$ cat src/rtl/din_evt_pkg.sv
package din_evt_pkg;
  localparam int N_IN        = 16;
  localparam int DEB_W       = 16;
  localparam int ADDR_W      = 4;
  localparam int NB          = N_IN / 8;
  localparam int NSEL_B      = (2 * N_IN) / 8;
  localparam int DEB_DEFAULT = 8;

  localparam int OFS_RL_LO = 0;
  localparam int OFS_ST    = 1;
  localparam int OFS_EV    = 3;
  localparam int OFS_EN    = 5;
  localparam int OFS_SEL   = 7;
  localparam int OFS_RL_HI = 11;

  typedef enum logic [1:0] {
    EDGE_OFF  = 2'b00,
    EDGE_RISE = 2'b01,
    EDGE_FALL = 2'b10,
    EDGE_BOTH = 2'b11
  } edge_sel_e;
endpackage

$ cat src/rtl/din_evt_sync.sv
module din_evt_sync #(
  parameter int W = 16
) (
  input  logic         clk,
  input  logic         rst,
  input  logic [W-1:0] d,
  output logic [W-1:0] q
);
  logic [W-1:0] s1_q;

  always_ff @(posedge clk) begin
    if (rst) begin
      s1_q <= '0;
      q    <= '0;
    end else begin
      s1_q <= d;
      q    <= s1_q;
    end
  end
endmodule

$ cat src/rtl/din_evt_debounce.sv
module din_evt_debounce #(
  parameter int CNT_W = 16
) (
  input  logic             clk,
  input  logic             rst,
  input  logic             in_sync,
  input  logic [CNT_W-1:0] reload,
  output logic             level,
  output logic             rise,
  output logic             fall
);
  logic [CNT_W-1:0] cnt_q;

  always_ff @(posedge clk) begin
    if (rst) begin
      level <= 1'b0;
      cnt_q <= '0;
      rise  <= 1'b0;
      fall  <= 1'b0;
    end else begin
      rise <= 1'b0;
      fall <= 1'b0;
      if (in_sync == level) begin
        cnt_q <= reload;
      end else if (cnt_q == '0) begin
        level <= in_sync;
        cnt_q <= reload;
        rise  <= in_sync;
        fall  <= ~in_sync;
      end else begin
        cnt_q <= cnt_q - 1'b1;
      end
    end
  end

  // an input that agrees with the accepted level never moves it
  p_hold_level_r3: assert property (@(posedge clk) disable iff (rst)
    (in_sync == level) |=> $stable(level));
  // change pulses agree with the new level
  p_rise_level_r3: assert property (@(posedge clk) disable iff (rst)
    rise |-> level);
  p_fall_level_r3: assert property (@(posedge clk) disable iff (rst)
    fall |-> !level);
endmodule

$ cat src/rtl/din_evt_latch.sv
module din_evt_latch
  import din_evt_pkg::*;
(
  input  logic      clk,
  input  logic      rst,
  input  logic      rise,
  input  logic      fall,
  input  edge_sel_e sel,
  input  logic      clr,
  output logic      ev
);
  logic hit;

  assign hit = (sel[0] & rise) | (sel[1] & fall);

  always_ff @(posedge clk) begin
    if (rst) ev <= 1'b0;
    else     ev <= hit | (ev & ~clr);
  end

  // a held event survives anything but a clear
  p_sticky_r6: assert property (@(posedge clk) disable iff (rst)
    (ev && !clr) |=> ev);
  // a clear with no edge empties the bit
  p_clear_r7: assert property (@(posedge clk) disable iff (rst)
    (clr && !hit) |=> !ev);
  // a counted edge always leaves the bit set, clear or not
  p_edge_wins_r8: assert property (@(posedge clk) disable iff (rst)
    hit |=> ev);
  // a disabled select never sets an empty bit
  p_off_r4: assert property (@(posedge clk) disable iff (rst)
    (!ev && sel == EDGE_OFF) |=> !ev);
endmodule

$ cat src/rtl/din_event_unit.sv
module din_event_unit
  import din_evt_pkg::*;
(
  input  logic              clk,
  input  logic              rst,
  input  logic [N_IN-1:0]   raw_in,
  input  logic [ADDR_W-1:0] bus_addr,
  input  logic              bus_we,
  input  logic [7:0]        bus_wdata,
  output logic [7:0]        bus_rdata,
  output logic              irq
);
  logic [N_IN-1:0]   in_sync, level, rise, fall, ev, clr;
  logic [N_IN-1:0]   en_q;
  logic [2*N_IN-1:0] sel_q;
  logic [DEB_W-1:0]  reload_q;
  logic [7:0]        rd_next;

  din_evt_sync #(.W(N_IN)) u_sync (
    .clk(clk), .rst(rst), .d(raw_in), .q(in_sync)
  );

  for (genvar i = 0; i < N_IN; i++) begin : g_ch
    din_evt_debounce #(.CNT_W(DEB_W)) u_deb (
      .clk(clk), .rst(rst), .in_sync(in_sync[i]), .reload(reload_q),
      .level(level[i]), .rise(rise[i]), .fall(fall[i])
    );
    assign clr[i] = bus_we && (bus_addr == ADDR_W'(OFS_EV + i / 8))
                    && bus_wdata[i % 8];
    din_evt_latch u_lat (
      .clk(clk), .rst(rst), .rise(rise[i]), .fall(fall[i]),
      .sel(edge_sel_e'(sel_q[2*i +: 2])), .clr(clr[i]), .ev(ev[i])
    );
  end

  always_ff @(posedge clk) begin
    if (rst) begin
      reload_q <= DEB_W'(DEB_DEFAULT);
      en_q     <= '0;
      sel_q    <= '0;
    end else if (bus_we) begin
      if (bus_addr == ADDR_W'(OFS_RL_LO)) reload_q[7:0]  <= bus_wdata;
      if (bus_addr == ADDR_W'(OFS_RL_HI)) reload_q[15:8] <= bus_wdata;
      for (int b = 0; b < NB; b++)
        if (bus_addr == ADDR_W'(OFS_EN + b)) en_q[8*b +: 8] <= bus_wdata;
      for (int q = 0; q < NSEL_B; q++)
        if (bus_addr == ADDR_W'(OFS_SEL + q)) sel_q[8*q +: 8] <= bus_wdata;
    end
  end

  always_comb begin
    rd_next = '0;
    if (bus_addr == ADDR_W'(OFS_RL_LO)) rd_next = reload_q[7:0];
    if (bus_addr == ADDR_W'(OFS_RL_HI)) rd_next = reload_q[15:8];
    for (int b = 0; b < NB; b++) begin
      if (bus_addr == ADDR_W'(OFS_ST + b)) rd_next = level[8*b +: 8];
      if (bus_addr == ADDR_W'(OFS_EV + b)) rd_next = ev[8*b +: 8];
      if (bus_addr == ADDR_W'(OFS_EN + b)) rd_next = en_q[8*b +: 8];
    end
    for (int q = 0; q < NSEL_B; q++)
      if (bus_addr == ADDR_W'(OFS_SEL + q)) rd_next = sel_q[8*q +: 8];
  end

  always_ff @(posedge clk) begin
    if (rst) begin
      bus_rdata <= '0;
      irq       <= 1'b0;
    end else begin
      bus_rdata <= rd_next;
      irq       <= |(ev & en_q);
    end
  end

  // an enabled pending event raises the request on the next edge
  p_irq_raise_r9: assert property (@(posedge clk) disable iff (rst)
    (|(ev & en_q)) |=> irq);
  // the request only drops once no enabled event remains
  p_irq_drop_r9: assert property (@(posedge clk) disable iff (rst)
    $fell(irq) |-> $past((ev & en_q) == '0));
endmodule

$ cat config.mk
export PLATFORM = sky130hd
export DESIGN_NAME = din_event_unit
export DESIGN_NICKNAME = d
export VERILOG_FILES = /design/src/rtl/din_evt_pkg.sv /design/src/rtl/din_evt_sync.sv /design/src/rtl/din_evt_debounce.sv /design/src/rtl/din_evt_latch.sv /design/src/rtl/din_event_unit.sv
export SDC_FILE = /design/constraint.sdc
export NUM_CORES = 1
export LEC_CHECK = 0
export ABC_AREA = 1
export ABC_CLOCK_PERIOD_IN_PS = 3200
export BUFFER_PORTS_ARGS = -buffer_cell sky130_fd_sc_hd__buf_2
export CELL_PAD_IN_SITES_DETAIL_PLACEMENT = 0
export CELL_PAD_IN_SITES_GLOBAL_PLACEMENT = 1
export CORE_MARGIN = 3
export CORE_UTILIZATION = 48
export CTS_CLUSTER_SIZE = 30
export DETAILED_ROUTE_END_ITERATION = 12
export PLACE_DENSITY = 0.9
export SYNTH_ARGS = -nofsm -noshare
export SYNTH_HDL_FRONTEND = slang
export SYNTH_SLANG_ARGS = --single-unit
$ cat constraint.sdc
create_clock -name clk -period 3.2 [get_ports clk]
set_clock_uncertainty 0.05 [all_clocks]
set_input_delay 0.64 -clock clk [delete_from_list [all_inputs] [get_ports clk]]
set_output_delay 0.64 -clock clk [all_outputs]
set_load 0.02 [all_outputs]
Word level (Yosys, flattened, before mapping)
Cells that the tools add are included.
{"block": "op_classes", "n_addsub": 16, "n_eq_ne": 27, "mux": 44, "bitwise_logic": 145, "n_reduce_logical": 76}
{"op": "$mux W16", "n": 32}
{"op": "$logic_not A16 Y1", "n": 16}
{"op": "$sub A16 B1 Y16 const B", "n": 16}
{"op": "$mux W8", "n": 12}
{"op": "$not A1 Y1", "n": 64}
{"op": "$and A1 B1 Y1", "n": 48}
{"op": "$reduce_and A2 Y1", "n": 24}
{"op": "$reduce_or A3 Y1", "n": 16}
{"op": "$or A1 B1 Y1", "n": 32}
{"op": "$logic_and A1 B1 Y1", "n": 18}
{"op": "$and A16 B16 Y16", "n": 1}
{"op": "$eq A1 B1 Y1", "n": 16}
{"op": "$eq A4 B3 Y1 const B", "n": 4}
{"op": "$eq A4 B4 Y1 const B", "n": 4}
{"op": "$reduce_or A16 Y1", "n": 1}
{"op": "$eq A4 B2 Y1 const B", "n": 2}
{"op": "$eq A4 B1 Y1 const B", "n": 1}
{"op": "$logic_not A4 Y1", "n": 1}
{"block": "word_totals", "regBits": 425, "input_bits": 31, "out_inout_bits": 9, "elab_cells": 400}

Longest topological paths before layout
{"block": "logic_depth", "depth_word": 13, "mapped_depth": 12, "mapped_depth_nobuf": 12}

Modules after synthesis
From an unflattened synthesis, not the netlist that was laid out.
{"block": "hier_totals", "cells_unflattened": 3821, "area_unflattened_um2": 24324.6}
{"module": "din_evt_debounce (g_ch[1].u_deb ...)", "n_inst": 8, "cells_per_inst": 191, "area_per_inst_um2": 1189.9, "seq_area_each_um2": 380.4}
{"module": "din_evt_debounce (g_ch[0].u_deb ...)", "n_inst": 7, "cells_per_inst": 189, "area_per_inst_um2": 1181.1, "seq_area_each_um2": 380.4}
{"module": "din_event_unit", "n_inst": 1, "cells_per_inst": 549, "area_per_inst_um2": 3648.5, "seq_area_each_um2": 1461.4}
{"module": "din_evt_debounce (g_ch[9].u_deb)", "n_inst": 1, "cells_per_inst": 194, "area_per_inst_um2": 1193.6, "seq_area_each_um2": 380.4}
{"module": "din_evt_sync", "n_inst": 1, "cells_per_inst": 99, "area_per_inst_um2": 914.6, "seq_area_each_um2": 640.6}
{"module": "din_evt_latch", "n_inst": 16, "cells_per_inst": 8, "area_per_inst_um2": 48.8, "seq_area_each_um2": 20.0}

Least setup slack after synthesis
OpenSTA, ideal clock, no wires.
{"block": "synth_path", "path_kind": "input port to flip-flop", "from": "input rst", "to": "register g_ch[9].u_deb.cnt_q[10]", "setup_ps": 74, "arrival_time_ps": 1601, "required_ps": 3076, "slack_ps": 1475, "cell_stages": 6, "n_path_buf": 3, "cell_sequence": "clkbuf_1 inv_2 buf_2 buf_1 o21ai_0 a31oi_1"}
{"element": "start: declaration", "line_no": "din_event_unit.sv:5", "rtl": "input logic rst,"}
{"element": "end signal: assignment", "line_no": "din_evt_debounce.sv:24", "rtl": "cnt_q <= reload;"}
{"element": "end signal: assignment", "line_no": "din_evt_debounce.sv:27", "rtl": "cnt_q <= reload;"}
{"element": "end signal: assignment", "line_no": "din_evt_debounce.sv:31", "rtl": "cnt_q <= cnt_q - 1'b1;"}
{"element": "end: declaration", "line_no": "din_evt_debounce.sv:12", "rtl": "logic [CNT_W-1:0] cnt_q;"}

Worst setup path in the final report
{"block": "layout_path", "from": "register g_ch[3].u_deb.cnt_q[0]", "to": "register g_ch[3].u_deb.cnt_q[6]"}
{"block": "layout_via", "elab_chain_cells": 3, "word_cells_on_any_way": 4, "cone_classes": "add/sub (1); mux (2); reduce/logical (1)"}
{"element": "start: declaration", "line_no": "din_evt_debounce.sv:12"}
{"element": "start signal: assignment", "line_no": "din_evt_debounce.sv:24"}
{"element": "start signal: assignment", "line_no": "din_evt_debounce.sv:27"}
{"element": "start signal: assignment", "line_no": "din_evt_debounce.sv:31"}
{"element": "$sub A16 B1 Y16 or $logic_not A16 Y1 (tied branches)", "line_no": "din_evt_debounce.sv:31, din_evt_debounce.sv:25"}
{"element": "$mux W16 *", "line_no": "din_evt_debounce.sv:25", "rtl": "end else if (cnt_q == '0) begin"}
{"element": "$mux W16 *", "line_no": "din_evt_debounce.sv:23", "rtl": "if (in_sync == level) begin"}
Every way passes the cells marked *; elsewhere a longest branch is shown, timed or not.
A chain may end at the register's enable or synchronous reset.

==> flow_summary_export.csv <==
group,metric,value,unit
run_status,outcome,"finished, final reports clean",
worst_setup_path,critical_setup_path_kind,"reg2reg",
synth,synth-seq-cells,425,
synth,synthesis.area,20100,um2
finish,area.growth.synth_to_final,10.5,%
synth,yosysSeqAreaShare,42.3,%
worst_setup_path,start_kind,"flip-flop",
drt,antenna_left,0,
cts,cts.sink_count,425,
synth,synth_fp_nets,2842,
worst_setup_path,timing.critical_path.required,3.60,ns
cts,ctsHtreeMaxLevel,2,
synth,synthArstFlopShare,0,%
timing,maxSlewViolCount,0,
timing,timing.setup.tns,0,ns
cts,cts.root.buffer_cell,"sky130_fd_sc_hd__clkbuf_16",
timing,setup_violations,0,
timing,max_freq,0.449,GHz
finish,fraction_of_layout_instances_using_a_drive_strength_above_1,7.34,%
floorplanning,die_area,44400,um2
finish,most-common-layout-cells,"sky130_fd_sc_hd__dfxtp_1 (425), sky130_fd_sc_hd__nand2_1 (390), sky130_fd_sc_hd__nor2_1 (350), sky130_fd_sc_hd__o21ai_0 (338), sky130_fd_sc_hd__inv_1 (293)",
drt,drt_iter0_drc,1634,
synth,yosys.cell_types.count,43,
worst_setup_path,critical_path_peak_fanout,21,
placement,place.detailed.instances,3258,
cts,postCtsSetupBuffers,0,
floorplanning,effective_utilization_at_floorplan,49.0,%
placement,hpwlAfterDp,40000,um
cts,cts_buffer_depth,3,
placement,placed_area,20700,um2
flow_run,max_cap_violations,0,
cts,clock_slew_at_reported_path_ffs,0.06,ns
global_route,grt_pass1_vias,17400,
drt,detailedRoute.firstPassIterationCount,6,
cts,ctsHoldBuffers,0,
timing,finalHoldViolCount,0,
drt,wl_per_cell,17.8,um
timing,timing.max_slew.rel_slack,30.3,%
timing,layout_min_cycle_time,2.23,ns
cts,cts_resized,0,
global_route,grt_first_pass_wirelength,93600,um
power_and_ir_drop,ir_worst_vdd,0.563,mV
finish,filler_cell_count,4045,
placement,routabilityCongestion,0.962,
floorplanning,die-height,211,um
global_route,grt_remaining_overflow,0,
power_and_ir_drop,power_per_cell_area,579,nW/um2
cts,cts_tree,"built",
floorplanning,core_region_area,41100,um2
floorplanning,boundaryPins,40,
synth,netlist_instances,2779,
drt,postRouteWirelength,59400,um
synth,yosysWarningCount,0,
drt,drt_via_density,5.56,
global_route,antenna_found_initial,5,
timing,fin_crit_sh,69.6,%
cts,clock_insertion_delay_worst_skew,0.58,ns
cts,cts_made_buffers,46,
finish,antenna_cells,0,
power_and_ir_drop,total_leakage_power,9.17,nW
worst_hold_path,worst_min_path_class,"in2reg",
global_route,grt_max_degree,115,
floorplanning,die_width,211,um
worst_setup_path,element_type_at_the_critical_path_end,"flip-flop",
worst_setup_path,critPathArrivalTime,2.63,ns
synth,synth_ff_type,"sky130_fd_sc_hd__dfxtp_1",
finish,mostFrequentLayoutCell,"sky130_fd_sc_hd__dfxtp_1",
finish,design_area,22200,um2
drt,detailroute.via_count,18600,
placement,numPortBuffers,39,
floorplanning,row_count,74,
drt,drcViolationCount,0,
timing,worstMarginPinSlew,1.04,ns
finish,nNetsFinal,2837,
synth,syn_area_per_cell,7.24,um2
global_route,grt_usage,26.4,%
synth,synth_enable_flop_cells,0,
timing,rsz_0062_raised_after_global_routing,"no",
finish,final_cell_count_no_fill,3340,
power_and_ir_drop,total_power,12.9,mW
synthesized netlist by cell type (15+ instances only):
cell	instances	share of area, %
sky130_fd_sc_hd__a211oi_1	15	0.56
sky130_fd_sc_hd__a21oi_1	253	6.3
sky130_fd_sc_hd__a31oi_1	79	2.5
sky130_fd_sc_hd__buf_2	30	0.75
sky130_fd_sc_hd__clkbuf_1	73	1.4
sky130_fd_sc_hd__dfxtp_1	425	42
sky130_fd_sc_hd__ha_1	32	2.0
sky130_fd_sc_hd__inv_1	293	5.5
sky130_fd_sc_hd__nand2_1	390	7.3
sky130_fd_sc_hd__nand3_1	119	3.0
sky130_fd_sc_hd__nand4_1	50	1.6
sky130_fd_sc_hd__nor2_1	350	6.5
sky130_fd_sc_hd__nor3_1	51	1.3
sky130_fd_sc_hd__o21ai_0	338	8.4
sky130_fd_sc_hd__xnor2_1	65	2.8
sky130_fd_sc_hd__xor2_1	70	3.0
final timing paths:
| check | from | end | slack, ns | depth (start not counted) |
|---|---|---|---|---|
| min reg2reg | u_sync.s1_q[1] | u_sync.q[1] | 0.36 | 2 |
| max reg2reg | g_ch[3].u_deb.cnt_q[0] | g_ch[3].u_deb.cnt_q[6] | 0.97 | 10 |
| max | g_ch[3].u_deb.cnt_q[0] | g_ch[3].u_deb.cnt_q[6] | 0.97 | 10 |
| min | raw_in[2] | u_sync.s1_q[2] | 0.21 | 3 |
layout make-up:
class,instances,area [um2],share of cell area [%]
clock buffers,62,1310,5.90
repair buffers,70,480,2.16
well taps,532,666,2.99
inverters,309,1160,5.24
clock inverters,20,213,0.956
flip-flops and latches,425,8510,38.2
multi-input cells,1922,9900,44.5
cell families (layout without fill, tap and decap cells):
group	after synthesis	in the layout	synth area share (%)
compound gates	723	723	19.1
fa+ha+maj	32	32	1.99
buf+inv	432	461	8.53
xor+xnor	135	135	5.87
simple gates	1032	1032	22.2
flops	425	425	42.3
flip-flops by register name, summed over array words and instances (netlist names), 16 cells and up:
name and cells:
g_ch.u_deb.cnt_q 256, sel_q 32, en_q 16, g_ch.u_deb.fall 16, g_ch.u_deb.level 16, g_ch.u_deb.rise 16, g_ch.u_lat.ev 16, reload_q 16
u_sync.q 16, u_sync.s1_q 16
power by group:
part	total (mW)	switching [mW]	internal, mW	leakage [nW]
Sequential	5.67	0.169	5.50	3.46
Clock	5.40	2.21	3.19	0.757
Combinational	1.81	1.20	0.614	4.96
Total	12.9	3.58	9.30	9.17
stage by stage:
step           utilization (%)  setup slack (ns)  hold slack [ns]
3_3_place_gp              50.4             0.927            0.341
5_1_grt                   54.1             0.677            0.213
2_1_floorplan                -              1.47            0.338
4_1_cts                   54.1             0.992            0.187
3_5_place_dp              50.4             0.804            0.346
6_report                  54.1             0.972            0.206
routing by layer:
layer | up-vias | part of all wire, % | global-route usage [%]
li1 | 9200 | - | -
met1 | 8650 | 45 | 36.1
met2 | 579 | 44 | 41.9
met3 | 142 | 6.8 | 4.32
met4 | 0 | 4.1 | 10.9
met5 | - | 0 | 0
worst max-delay path: stages (launching register included):
cell                       delay (ns)
sky130_fd_sc_hd__dfxtp_1         0.29
sky130_fd_sc_hd__inv_1           0.10
sky130_fd_sc_hd__ha_1            0.17
sky130_fd_sc_hd__nand4_1         0.09
sky130_fd_sc_hd__nor4_1          0.22
sky130_fd_sc_hd__nand3b_1        0.28
sky130_fd_sc_hd__nand2_1         0.14
sky130_fd_sc_hd__buf_4           0.26
sky130_fd_sc_hd__inv_1           0.23
sky130_fd_sc_hd__o21ai_0         0.22
sky130_fd_sc_hd__nor2_1          0.06
Note: power is estimated with default switching activity, not from simulation.
